**src/rtl/slsi_pkg.sv**
```systemverilog
package slsi_pkg;

    localparam int STAT_W   = 32;
    localparam int EV_W     = 8;
    localparam int STICKY_N = 6;
    localparam int IDX_LSB  = 16;

    // status bit positions
    localparam int B_PERR = 7;
    localparam int B_BERR = 6;
    localparam int B_ROV  = 5;
    localparam int B_RNE  = 4;
    localparam int B_TNF  = 3;
    localparam int B_SC   = 2;
    localparam int B_SA   = 1;
    localparam int B_SRX  = 0;

    // packed order of the six sticky flags
    localparam int S_PERR = 5;
    localparam int S_BERR = 4;
    localparam int S_ROV  = 3;
    localparam int S_SC   = 2;
    localparam int S_SA   = 1;
    localparam int S_SRX  = 0;

    typedef enum logic [1:0] {
        ABT_IDLE  = 2'd0,
        ABT_ISSUE = 2'd1,
        ABT_WAIT  = 2'd2
    } abt_state_t;

    typedef enum logic [1:0] {
        SEL_STAT = 2'd0,
        SEL_MASK = 2'd1,
        SEL_CTRL = 2'd2
    } reg_sel_t;

endpackage

```
**src/rtl/slsi_seq_index.sv**
```systemverilog
module slsi_seq_index #(
    parameter int IDX_W = 10
) (
    input  logic             clk,
    input  logic             rst_n,
    input  logic             clr,
    input  logic             step,
    output logic [IDX_W-1:0] idx
);

    always_ff @(posedge clk) begin
        if (!rst_n) begin
            idx <= '0;
        end else if (clr) begin
            idx <= '0;
        end else if (step) begin
            idx <= idx + 1'b1;
        end
    end

    AST_IDX_WRAP: assert property (@(posedge clk) disable iff (!rst_n)
        (step && !clr && idx == {IDX_W{1'b1}}) |=> idx == '0);

    AST_IDX_HOLD: assert property (@(posedge clk) disable iff (!rst_n)
        (!step && !clr) |=> $stable(idx));

endmodule

```
**src/rtl/slsi_sticky.sv**
```systemverilog
module slsi_sticky #(
    parameter int N = 6
) (
    input  logic         clk,
    input  logic         rst_n,
    input  logic [N-1:0] set,
    input  logic [N-1:0] clr,
    output logic [N-1:0] q
);

    for (genvar b = 0; b < N; b++) begin : g_bit
        always_ff @(posedge clk) begin
            if (!rst_n) begin
                q[b] <= 1'b0;
            end else begin
                q[b] <= set[b] | (q[b] & ~clr[b]);
            end
        end

        AST_SET_WINS: assert property (@(posedge clk) disable iff (!rst_n)
            set[b] |=> q[b]);

        AST_W1C: assert property (@(posedge clk) disable iff (!rst_n)
            (clr[b] && !set[b]) |=> !q[b]);
    end

endmodule

```
**src/rtl/slsi_abort_fsm.sv**
```systemverilog
module slsi_abort_fsm
    import slsi_pkg::*;
(
    input  logic clk,
    input  logic rst_n,
    input  logic abort_wr,
    input  logic abort_ack,
    input  logic bus_err,
    output logic seq_abort,
    output logic ctrl_abort,
    output logic ack_accept
);

    abt_state_t state_q;
    abt_state_t state_d;

    always_ff @(posedge clk) begin
        if (!rst_n) begin
            state_q <= ABT_IDLE;
        end else begin
            state_q <= state_d;
        end
    end

    always_comb begin
        state_d = state_q;
        if (bus_err) begin
            state_d = ABT_IDLE;
        end else begin
            unique case (state_q)
                ABT_IDLE:  if (abort_wr)  state_d = ABT_ISSUE;
                ABT_ISSUE: state_d = ABT_WAIT;
                ABT_WAIT:  if (abort_ack) state_d = ABT_IDLE;
                default:   state_d = ABT_IDLE;
            endcase
        end
    end

    always_comb begin
        seq_abort  = (state_q == ABT_ISSUE) | bus_err;
        ctrl_abort = (state_q != ABT_IDLE);
        ack_accept = (state_q == ABT_WAIT) & abort_ack & ~bus_err;
    end

    AST_ABORT_ONE_CYCLE: assert property (@(posedge clk) disable iff (!rst_n)
        (seq_abort && !bus_err) |=> (seq_abort == bus_err));

    AST_BERR_DROPS_CTRL: assert property (@(posedge clk) disable iff (!rst_n)
        bus_err |=> !ctrl_abort);

    AST_ACK_ONLY_PENDING: assert property (@(posedge clk) disable iff (!rst_n)
        ack_accept |-> ctrl_abort);

endmodule

```
**src/rtl/slsi_irq_gen.sv**
```systemverilog
module slsi_irq_gen
    import slsi_pkg::*;
(
    input  logic                clk,
    input  logic                rst_n,
    input  logic [STICKY_N-1:0] set,
    input  logic [STICKY_N-1:0] q,
    input  logic                rne,
    input  logic                tnf,
    input  logic [EV_W-1:0]     mask,
    output logic                irq
);

    logic            rne_q;
    logic            tnf_q;
    logic [EV_W-1:0] ev;

    always_comb begin
        ev         = '0;
        ev[B_PERR] = set[S_PERR] & ~q[S_PERR];
        ev[B_BERR] = set[S_BERR];
        ev[B_ROV]  = set[S_ROV] & ~q[S_ROV];
        ev[B_RNE]  = rne & ~rne_q;
        ev[B_TNF]  = tnf & ~tnf_q;
        ev[B_SC]   = set[S_SC] & ~q[S_SC];
        ev[B_SA]   = set[S_SA] & ~q[S_SA];
        ev[B_SRX]  = set[S_SRX] & ~q[S_SRX];
    end

    always_ff @(posedge clk) begin
        if (!rst_n) begin
            rne_q <= 1'b0;
            tnf_q <= 1'b1;
            irq   <= 1'b0;
        end else begin
            rne_q <= rne;
            tnf_q <= tnf;
            irq   <= |(ev & mask);
        end
    end

    AST_IRQ_BERR: assert property (@(posedge clk) disable iff (!rst_n)
        (set[S_BERR] && mask[B_BERR]) |=> irq);

    AST_IRQ_NEEDS_MASK: assert property (@(posedge clk) disable iff (!rst_n)
        irq |-> $past(|mask));

endmodule

```
**src/rtl/slink_stat_irq.sv**
```systemverilog
module slink_stat_irq
    import slsi_pkg::*;
#(
    parameter int IDX_W = 10
) (
    input  logic              clk,
    input  logic              rst_n,
    input  logic              reg_wr_en,
    input  logic [1:0]        reg_wr_sel,
    input  logic [EV_W-1:0]   reg_wr_data,
    output logic [STAT_W-1:0] stat_rdata,
    output logic [EV_W-1:0]   mask_rdata,
    output logic              ctrl_abort,
    input  logic              rx_word_vld,
    input  logic              rx_word_perr,
    input  logic              rxq_full,
    output logic              rxq_push,
    input  logic              rxq_not_empty,
    input  logic              txq_not_full,
    input  logic              bus_err,
    input  logic              seq_start,
    input  logic              seq_elem_wr,
    input  logic              seq_done,
    input  logic              seq_abort_ack,
    output logic              seq_abort,
    output logic              irq
);

    localparam logic [EV_W-1:0] STICKY_POS =
        (EV_W'(1) << B_PERR) | (EV_W'(1) << B_BERR) | (EV_W'(1) << B_ROV) |
        (EV_W'(1) << B_SC)   | (EV_W'(1) << B_SA)   | (EV_W'(1) << B_SRX);

    logic                wr_stat;
    logic                wr_mask;
    logic                abort_wr;
    logic                ack_accept;
    logic [EV_W-1:0]     w1c;
    logic [STICKY_N-1:0] st_set;
    logic [STICKY_N-1:0] st_clr;
    logic [STICKY_N-1:0] st_q;
    logic [IDX_W-1:0]    idx;

    // register write decode
    always_comb begin
        wr_stat  = reg_wr_en && (reg_wr_sel == SEL_STAT);
        wr_mask  = reg_wr_en && (reg_wr_sel == SEL_MASK);
        abort_wr = reg_wr_en && (reg_wr_sel == SEL_CTRL) && reg_wr_data[B_SA];
        w1c      = wr_stat ? (reg_wr_data & STICKY_POS) : '0;
    end

    always_ff @(posedge clk) begin
        if (!rst_n) begin
            mask_rdata <= '0;
        end else if (wr_mask) begin
            mask_rdata <= reg_wr_data;
        end
    end

    // receive word qualification
    always_comb begin
        rxq_push = rx_word_vld & ~rx_word_perr & ~rxq_full;
    end

    // sticky flag set and clear vectors
    always_comb begin
        st_set         = '0;
        st_set[S_PERR] = rx_word_vld & rx_word_perr;
        st_set[S_BERR] = bus_err;
        st_set[S_ROV]  = rx_word_vld & ~rx_word_perr & rxq_full;
        st_set[S_SC]   = seq_done;
        st_set[S_SA]   = ack_accept;
        st_set[S_SRX]  = rxq_push;

        st_clr         = '0;
        st_clr[S_PERR] = w1c[B_PERR];
        st_clr[S_BERR] = w1c[B_BERR];
        st_clr[S_ROV]  = w1c[B_ROV];
        st_clr[S_SC]   = w1c[B_SC];
        st_clr[S_SA]   = w1c[B_SA] | bus_err;
        st_clr[S_SRX]  = w1c[B_SRX];
    end

    slsi_sticky #(.N(STICKY_N)) u_sticky (
        .clk   (clk),
        .rst_n (rst_n),
        .set   (st_set),
        .clr   (st_clr),
        .q     (st_q)
    );

    slsi_seq_index #(.IDX_W(IDX_W)) u_index (
        .clk   (clk),
        .rst_n (rst_n),
        .clr   (seq_start),
        .step  (seq_elem_wr),
        .idx   (idx)
    );

    slsi_abort_fsm u_abort (
        .clk        (clk),
        .rst_n      (rst_n),
        .abort_wr   (abort_wr),
        .abort_ack  (seq_abort_ack),
        .bus_err    (bus_err),
        .seq_abort  (seq_abort),
        .ctrl_abort (ctrl_abort),
        .ack_accept (ack_accept)
    );

    slsi_irq_gen u_irq (
        .clk   (clk),
        .rst_n (rst_n),
        .set   (st_set),
        .q     (st_q),
        .rne   (rxq_not_empty),
        .tnf   (txq_not_full),
        .mask  (mask_rdata),
        .irq   (irq)
    );

    // status word assembly
    always_comb begin
        stat_rdata                     = '0;
        stat_rdata[IDX_LSB +: IDX_W]   = idx;
        stat_rdata[B_PERR]             = st_q[S_PERR];
        stat_rdata[B_BERR]             = st_q[S_BERR];
        stat_rdata[B_ROV]              = st_q[S_ROV];
        stat_rdata[B_RNE]              = rxq_not_empty;
        stat_rdata[B_TNF]              = txq_not_full;
        stat_rdata[B_SC]               = st_q[S_SC];
        stat_rdata[B_SA]               = st_q[S_SA];
        stat_rdata[B_SRX]              = st_q[S_SRX];
    end

    AST_SRX_ON_ACCEPT: assert property (@(posedge clk) disable iff (!rst_n)
        (rx_word_vld && !rx_word_perr && !rxq_full) |=> stat_rdata[B_SRX]);

    AST_BAD_WORD_DROPPED: assert property (@(posedge clk) disable iff (!rst_n)
        (rx_word_vld && (rx_word_perr || rxq_full)) |-> !rxq_push);

    AST_BERR_CLEARS_SA: assert property (@(posedge clk) disable iff (!rst_n)
        bus_err |=> (!stat_rdata[B_SA] && stat_rdata[B_BERR]));

endmodule

```
**config.mk**
```make
export PLATFORM = sky130hd
export DESIGN_NAME = slink_stat_irq
export DESIGN_NICKNAME = d
export VERILOG_FILES = /design/src/rtl/slsi_pkg.sv /design/src/rtl/slsi_seq_index.sv /design/src/rtl/slsi_sticky.sv /design/src/rtl/slsi_abort_fsm.sv /design/src/rtl/slsi_irq_gen.sv /design/src/rtl/slink_stat_irq.sv
export SDC_FILE = /design/constraint.sdc
export NUM_CORES = 1
export LEC_CHECK = 0
export ABC_AREA = 1
export BUFFER_PORTS_ARGS = -buffer_cell sky130_fd_sc_hd__buf_4
export CAP_MARGIN = 25
export CORE_MARGIN = 3
export CORE_UTILIZATION = 49
export CTS_BUF_LIST = sky130_fd_sc_hd__clkbuf_16
export DETAILED_ROUTE_END_ITERATION = 12
export PLACE_DENSITY = 0.84
export SYNTH_ARGS = -nofsm -noshare
export SYNTH_HDL_FRONTEND = slang
export SYNTH_SLANG_ARGS = --single-unit
```
**constraint.sdc**
```tcl
create_clock -name clk -period 3.1 [get_ports clk]
set_input_delay 0.31 -clock clk [delete_from_list [all_inputs] [get_ports clk]]
set_output_delay 0.31 -clock clk [all_outputs]
set_load 0.02 [all_outputs]
```
==> metrics, run 1 <==
Slowest-stage cell, CP or2_2; main combinational cell family by area after synthesis simple AND/OR/NAND/NOR gates; clock buffer depth 2; cells along the critical path or2_2 -> buf_4; post-synthesis adder-cell area fraction 0.880%; setup TNS 0 ns; hold buffers post-CTS 0; top-count cell post-synth inv_1; Clock Skew 0.00531 ns; Hold Violations, Final 0; Synth Instances 195; ANT nets after route 0; nets roughly 270; Antenna Cells 0; EDFF count, synth 0; post-route DRC violation count 0; Total GRT Usage 19.2%; Reg clk slew, reported paths 0.05 ns; max-slew violations 0; Req. time, crit path 2.79 ns; via count 1379; Initial Util 54.5%; Hold Path Class input port to flip-flop; max_cap viols 0; CP Capture Type primary output; Routed WL per cell between 10 and 15 um; worst hold slack approximately 0.25 ns; Critical Setup Path Class flip-flop to primary output; Internal 0.729 mW; CP peak stage delay ~0.32 ns; 1st-pass router iterations 4; synth top area cells dfxtp_1 41%, buf_4 9.0%, inv_1 7.9%; Cell Rows 18; Ys Warns 0; Clk pwr share 46.5%; final setup violating endpoints 0; largest net degree at the start of global routing 12; Worst Setup Start Kind flip-flop; sw frac about a quarter; pwr dens 509 nW/um^2; vias in the first global route 1289; CP delay by family, top simple AND/OR/NAND/NOR gates; asr flop ratio synth 0%; Final GP Congestion ~0.8; Post-DP HPWL 2500 um; CP Buf/Inv Count 1; Chip Width 59.9 um; Total Die Area roughly 3600 sq um; crit share post-route about 44%; RSZ-0062 raised after global routing no; IO Port Bufs 52; distinct cell type count after synthesis 25; Sequential Power Share 40.6%; clock tree sinks 29; DR iter-0 viols 61; status complete, no violations; drt total wl about 3200 um; worst-path maximum fanout 3; H-tree depth 2; Root Driver clkbuf_16; core area 2610 sq um; post_cts resized 0; power share of the combinational group about 13%; flops & latches, synth 29; Overflow after GRT 0; mux cell area share after synthesis 0%; Yosys top cell area share 40.8%; top_reg_cell synth dfxtp_1; initial antenna violation count 0; Skew-Pair Late Insertion Delay 0.27 ns; first-pass GRT wire length between 5000 and 6000 um; achievable clock frequency 728 MHz; fillers between 200 and 250; min cycle time layout 1.37 ns; DIE HEIGHT between 50 and 60 um; share of cells above drive strength 1 28.8%; crit path DAT 1.06 ns; area leader, netlist dfxtp_1; Synth Cell Area 1420 sq um; Compound-Gate Fraction of Synth Area 12.1%; Synth Area in XOR/XNOR 1.85%; # Post-CTS Setup Buffers 0; Synth top cells by count 30 x inv_1, 29 x dfxtp_1, 25 x nor2_1; P_leak 0.947 nW; CTS tree done; CTS Buf Count 5; Synth Area per Inst about 7.3 sq um; Synth-to-Final Area Change 34.2%; simple-gate share of the synthesized area 26.0%; P_sw roughly 0.24 mW; I/O Pins 67; sequential share of the synthesized area 40.8%; worst vdd ir between 0.0005 and 0.0006 V; Total Power ~0.97 mW; DR vias/cell between 4 and 5
-- final timing paths --
| path | startpoint | cells past startpoint | slack, ns | endpoint |
|---|---|---|---|---|
| worst max-delay path | u_abort.state_q[0] | 2 | 1.73 | ctrl_abort |
| worst min-delay path | rxq_not_empty | 3 | 0.25 | u_irq.rne_q |
| worst max register to register | u_index.idx[0] | 6 | 1.86 | u_index.idx[6] |
| worst min register to register | mask_rdata[0] | 2 | 0.48 | mask_rdata[0] |
-- stage by stage --
step / instances / util [%] / worst slack [ns] / cell area (sq um)
after CTS: 280 / 73.1 / 1.72 / 1910
after floorplan: 208 / - / 1.81 / 1470
after global placement: 272 / 67.6 / 1.84 / 1770
after detailed placement: 272 / 67.6 / 1.82 / 1770
after global routing: 280 / 73.1 / 1.70 / 1910
final: 280 / 73.1 / 1.73 / 1910
-- power by group through the flow --
stage | Combinational [mW] | Clock (mW) | Sequential, mW
after floorplan | 0.0716 | 0 | 0.415
after global placement | 0.123 | 0 | 0.402
after detailed placement | 0.125 | 0 | 0.402
after CTS | 0.125 | 0.460 | 0.394
after global routing | 0.138 | 0.473 | 0.396
final | 0.125 | 0.452 | 0.395
-- metal layers --
| metal | GRT usage [%] | vias to the layer above | share of wire [%] |
|---|---|---|---|
| li1 | - | 697 | - |
| met1 | 22.2 | 614 | 41 |
| met3 | 7.34 | 7 | 10 |
| met2 | 32.3 | 61 | 47 |
| met4 | 6.65 | 0 | 2.0 |
| met5 | 0 | - | 0 |
-- state kept, by name, indices dropped and copies added, names as in the netlist --
| register | count |
|---|---|
| u_irq.rne_q | 1 |
| mask_rdata | 8 |
| u_index.idx | 10 |
| u_abort.state_q | 2 |
| u_irq.irq | 1 |
| u_irq.tnf_q | 1 |
| u_sticky.q | 6 |
-- cell usage in the layout, fill, tap and decap left out, types with 2 or more instances in the layout --
cell / count
buf_4: 52
o21ai_1: 2
a31oi_1: 2
inv_2: 3
nand4_1: 4
inv_1: 30
conb_1: 14
nor2_1: 25
or2_2: 2
dfxtp_1: 29
a21oi_1: 17
nor2_4: 2
o21ai_0: 13
clkinv_2: 2
nand2_1: 23
nor2_2: 2
xnor2_1: 2
nand3_1: 11
clkbuf_16: 5
nor3_1: 3
-- cells by family (layout without fill, tap and decap cells) --
group	Yosys count	after routing
DFF	29	29
buffers and inverters	51	93
and+or+nand+nor	76	76
xor gates and xnor gates	3	3
adders and majority gates	1	1
AOI/OAI and AO/OA	34	34
other	1	14
-- final cells by class --
cell class                      count  area (sq um)  share of cell area (%)
Sequential cell                    29           581                    30.4
Clock inverter                      3          17.5                   0.917
Tap cell                           30          37.5                    1.97
Timing Repair Buffer               52           390                    20.4
Multi-Input combinational cell    128           634                    33.2
Inverter                           33           124                    6.49
Clock buffer                        5           125                    6.55
-- worst register-to-register path: stages (launching register included) --
cell and delay, ns:
dfxtp_1 0.42, ha_1 0.24, nand3_2 0.12, nor2_4 0.13, nand2_1 0.06, o21ai_1 0.11
nor2_1 0.05
(Power assumes the default switching activity.)
==> inputs of run 2 (changes only) <==
--- a/config.mk
+++ b/config.mk
@@ -9,10 +9,10 @@
 export BUFFER_PORTS_ARGS = -buffer_cell sky130_fd_sc_hd__buf_4
 export CAP_MARGIN = 25
 export CORE_MARGIN = 3
-export CORE_UTILIZATION = 49
+export CORE_UTILIZATION = 41
 export CTS_BUF_LIST = sky130_fd_sc_hd__clkbuf_16
 export DETAILED_ROUTE_END_ITERATION = 12
-export PLACE_DENSITY = 0.84
+export PLACE_DENSITY = 0.75
 export SYNTH_ARGS = -nofsm -noshare
 export SYNTH_HDL_FRONTEND = slang
 export SYNTH_SLANG_ARGS = --single-unit
==> constraint.sdc (replaced) <==
create_clock -name clk -period 1.2 [get_ports clk]
set_input_delay 0.12 -clock clk [delete_from_list [all_inputs] [get_ports clk]]
set_output_delay 0.12 -clock clk [all_outputs]
set_load 0.02 [all_outputs]
==> run 2 against run 1 <==
Against the previous run:
- final area is 1.9% higher
- register-to-register slack worse by 1.8 ns
- via count is 3.0% lower
- sequential share of layout area fell by 0.31 points
- non-clock buffer count is 1 higher
- global-route usage fell by 3.1 points
- highest routed layer unchanged
==> metrics, run 2 (synthesis results as in run 1) <==
Final GP Congestion between 0.8 and 0.9; largest register by flop count u_index.idx; Reg clk slew, reported paths 0.05 ns; crit share post-route 96.1%; Root Driver clkbuf_16; pwr dens 1300 nW/um^2; clock tree sinks 29; Register-to-Register Setup Slack 0.09 ns; clock buffer depth 2; Antenna Cells 0; commonest non-fill, non-tap cell in the layout buf_4; final setup violating endpoints 0; dpl cell area roughly 1800 sq um; CTS tree done; Hold Path Class input port to flip-flop; Cell Rows 20; Worst Setup Start Kind flip-flop; max-slew violations 0; cell area after layout roughly 1900 sq um; Chip Width between 60 and 70 um; DR iter-0 viols 66; first-pass GRT wire length 5240 um; worst hold slack 0.0615 ns; largest net degree at the start of global routing 12; Overflow after GRT 0; vias in the first global route 1184; Synth-to-Final Area Change 36.8%; Routed WL per cell 11.0 um; Critical Setup Path Class flip-flop to primary output; CP Capture Type primary output; RR Endpoint u_index.idx[6]; drt total wl 3260 um; share of cells above drive strength 1 30.3%; Skew-Pair Late Insertion Delay 0.27 ns; Layout Utilization between 60% and 70%; Initial Util 44.8%; Slowest-stage cell, CP dfxtp_1; crit path DAT 1.03 ns; ANT nets after route 0; I/O Pins 67; max_cap viols 0; nets between 200 and 300; CTS Buf Count 5; Worst R2R Path Depth 6; min cycle time layout 1.15 ns; # Post-CTS Setup Buffers 0; achievable clock frequency ~870 MHz; Hold Startpoint rxq_not_empty; setup TNS 0 ns; Hold Path Cell Cnt 3; Total GRT Usage approximately 16%; DR vias/cell 4.54; via count approximately 1300; 1st-pass router iterations 4; post_cts resized 0; Post-DP HPWL 2560 um; P_leak 0.952 nW; CP peak stage delay 0.31 ns; Hold Violations, Final 0; Clock Skew around 0.0042 ns; Total Power 2.52 mW; most frequent cells in the layout 52 x buf_4, 30 x inv_1, 27 x dfxtp_1, 25 x nor2_1, 23 x nand2_1; worst vdd ir roughly 0.00075 V; placed insts 287; Non-Filler Instances 295; Req. time, crit path 1.08 ns; max FFs per register 10; DIE HEIGHT 64.9 um; cells along the critical path or2_2 -> buf_6; RSZ-0062 raised after global routing no; DP Worst Slack approximately 0.044 ns; min setup slack post-route 0.0470 ns; Worst R2R Start u_index.idx[0]; top flop regs u_index.idx x10, mask_rdata x8, u_sticky.q x6; hold buffers post-CTS 0; worst-path maximum fanout 3; initial antenna violation count 0; H-tree depth 2; Total Die Area 4210 sq um; IO Port Bufs between 50 and 60; post-route DRC violation count 0; core area 3180 sq um; status complete, no violations; Hold Path Sink u_irq.rne_q
==> run 2: cell types whose count changed in the layout (fill, tap and decap cells not counted), sizes merged <==
cell  before  now
buf       52   53
==> run 2: where the power goes <==
part	switching, mW	internal, mW	leakage [nW]
Combinational	0.195	0.128	0.644
Clock	0.421	0.757	0.0696
Sequential	0.0218	0.997	0.238
==> run 2: metal layers <==
metal,vias up,part of all wire (%),GRT usage [%]
met3,6,6.8,3.12
met4,0,1.0,7.92
met1,587,45,19.7
li1,700,-,-
met2,45,47,26.8
met5,-,0,0
==> run 2: worst max path at each step <==
stage                        from        endpoint  slack [ns]  cells past startpoint
5_1_grt        u_abort.state_q[0]      ctrl_abort       0.003                      2
6_report       u_abort.state_q[0]      ctrl_abort        0.05                      2
2_1_floorplan      u_index.idx[0]  u_index.idx[6]        0.03                      6
4_1_cts        u_abort.state_q[0]      ctrl_abort        0.02                      2
3_5_place_dp       u_index.idx[0]  u_index.idx[6]        0.04                      6
3_3_place_gp       u_index.idx[0]  u_index.idx[6]        0.09                      6
==> run 2: critical path: cells and delay by family, from the launching register on <==
family	cells	cell delay (ns)
buf+inv	1	0.14
flops	1	0.31
simple gates	1	0.31
==> run 2: layout make-up <==
type / instances / area [sq um]
fill: 301 / 1230
multi-input combinational: 128 / 637
sequential: 29 / 586
timing repair buffer: 53 / 402
clock buffer: 5 / 125
inverter: 33 / 124
tap: 44 / 55.1
clock inverter: 3 / 17.5
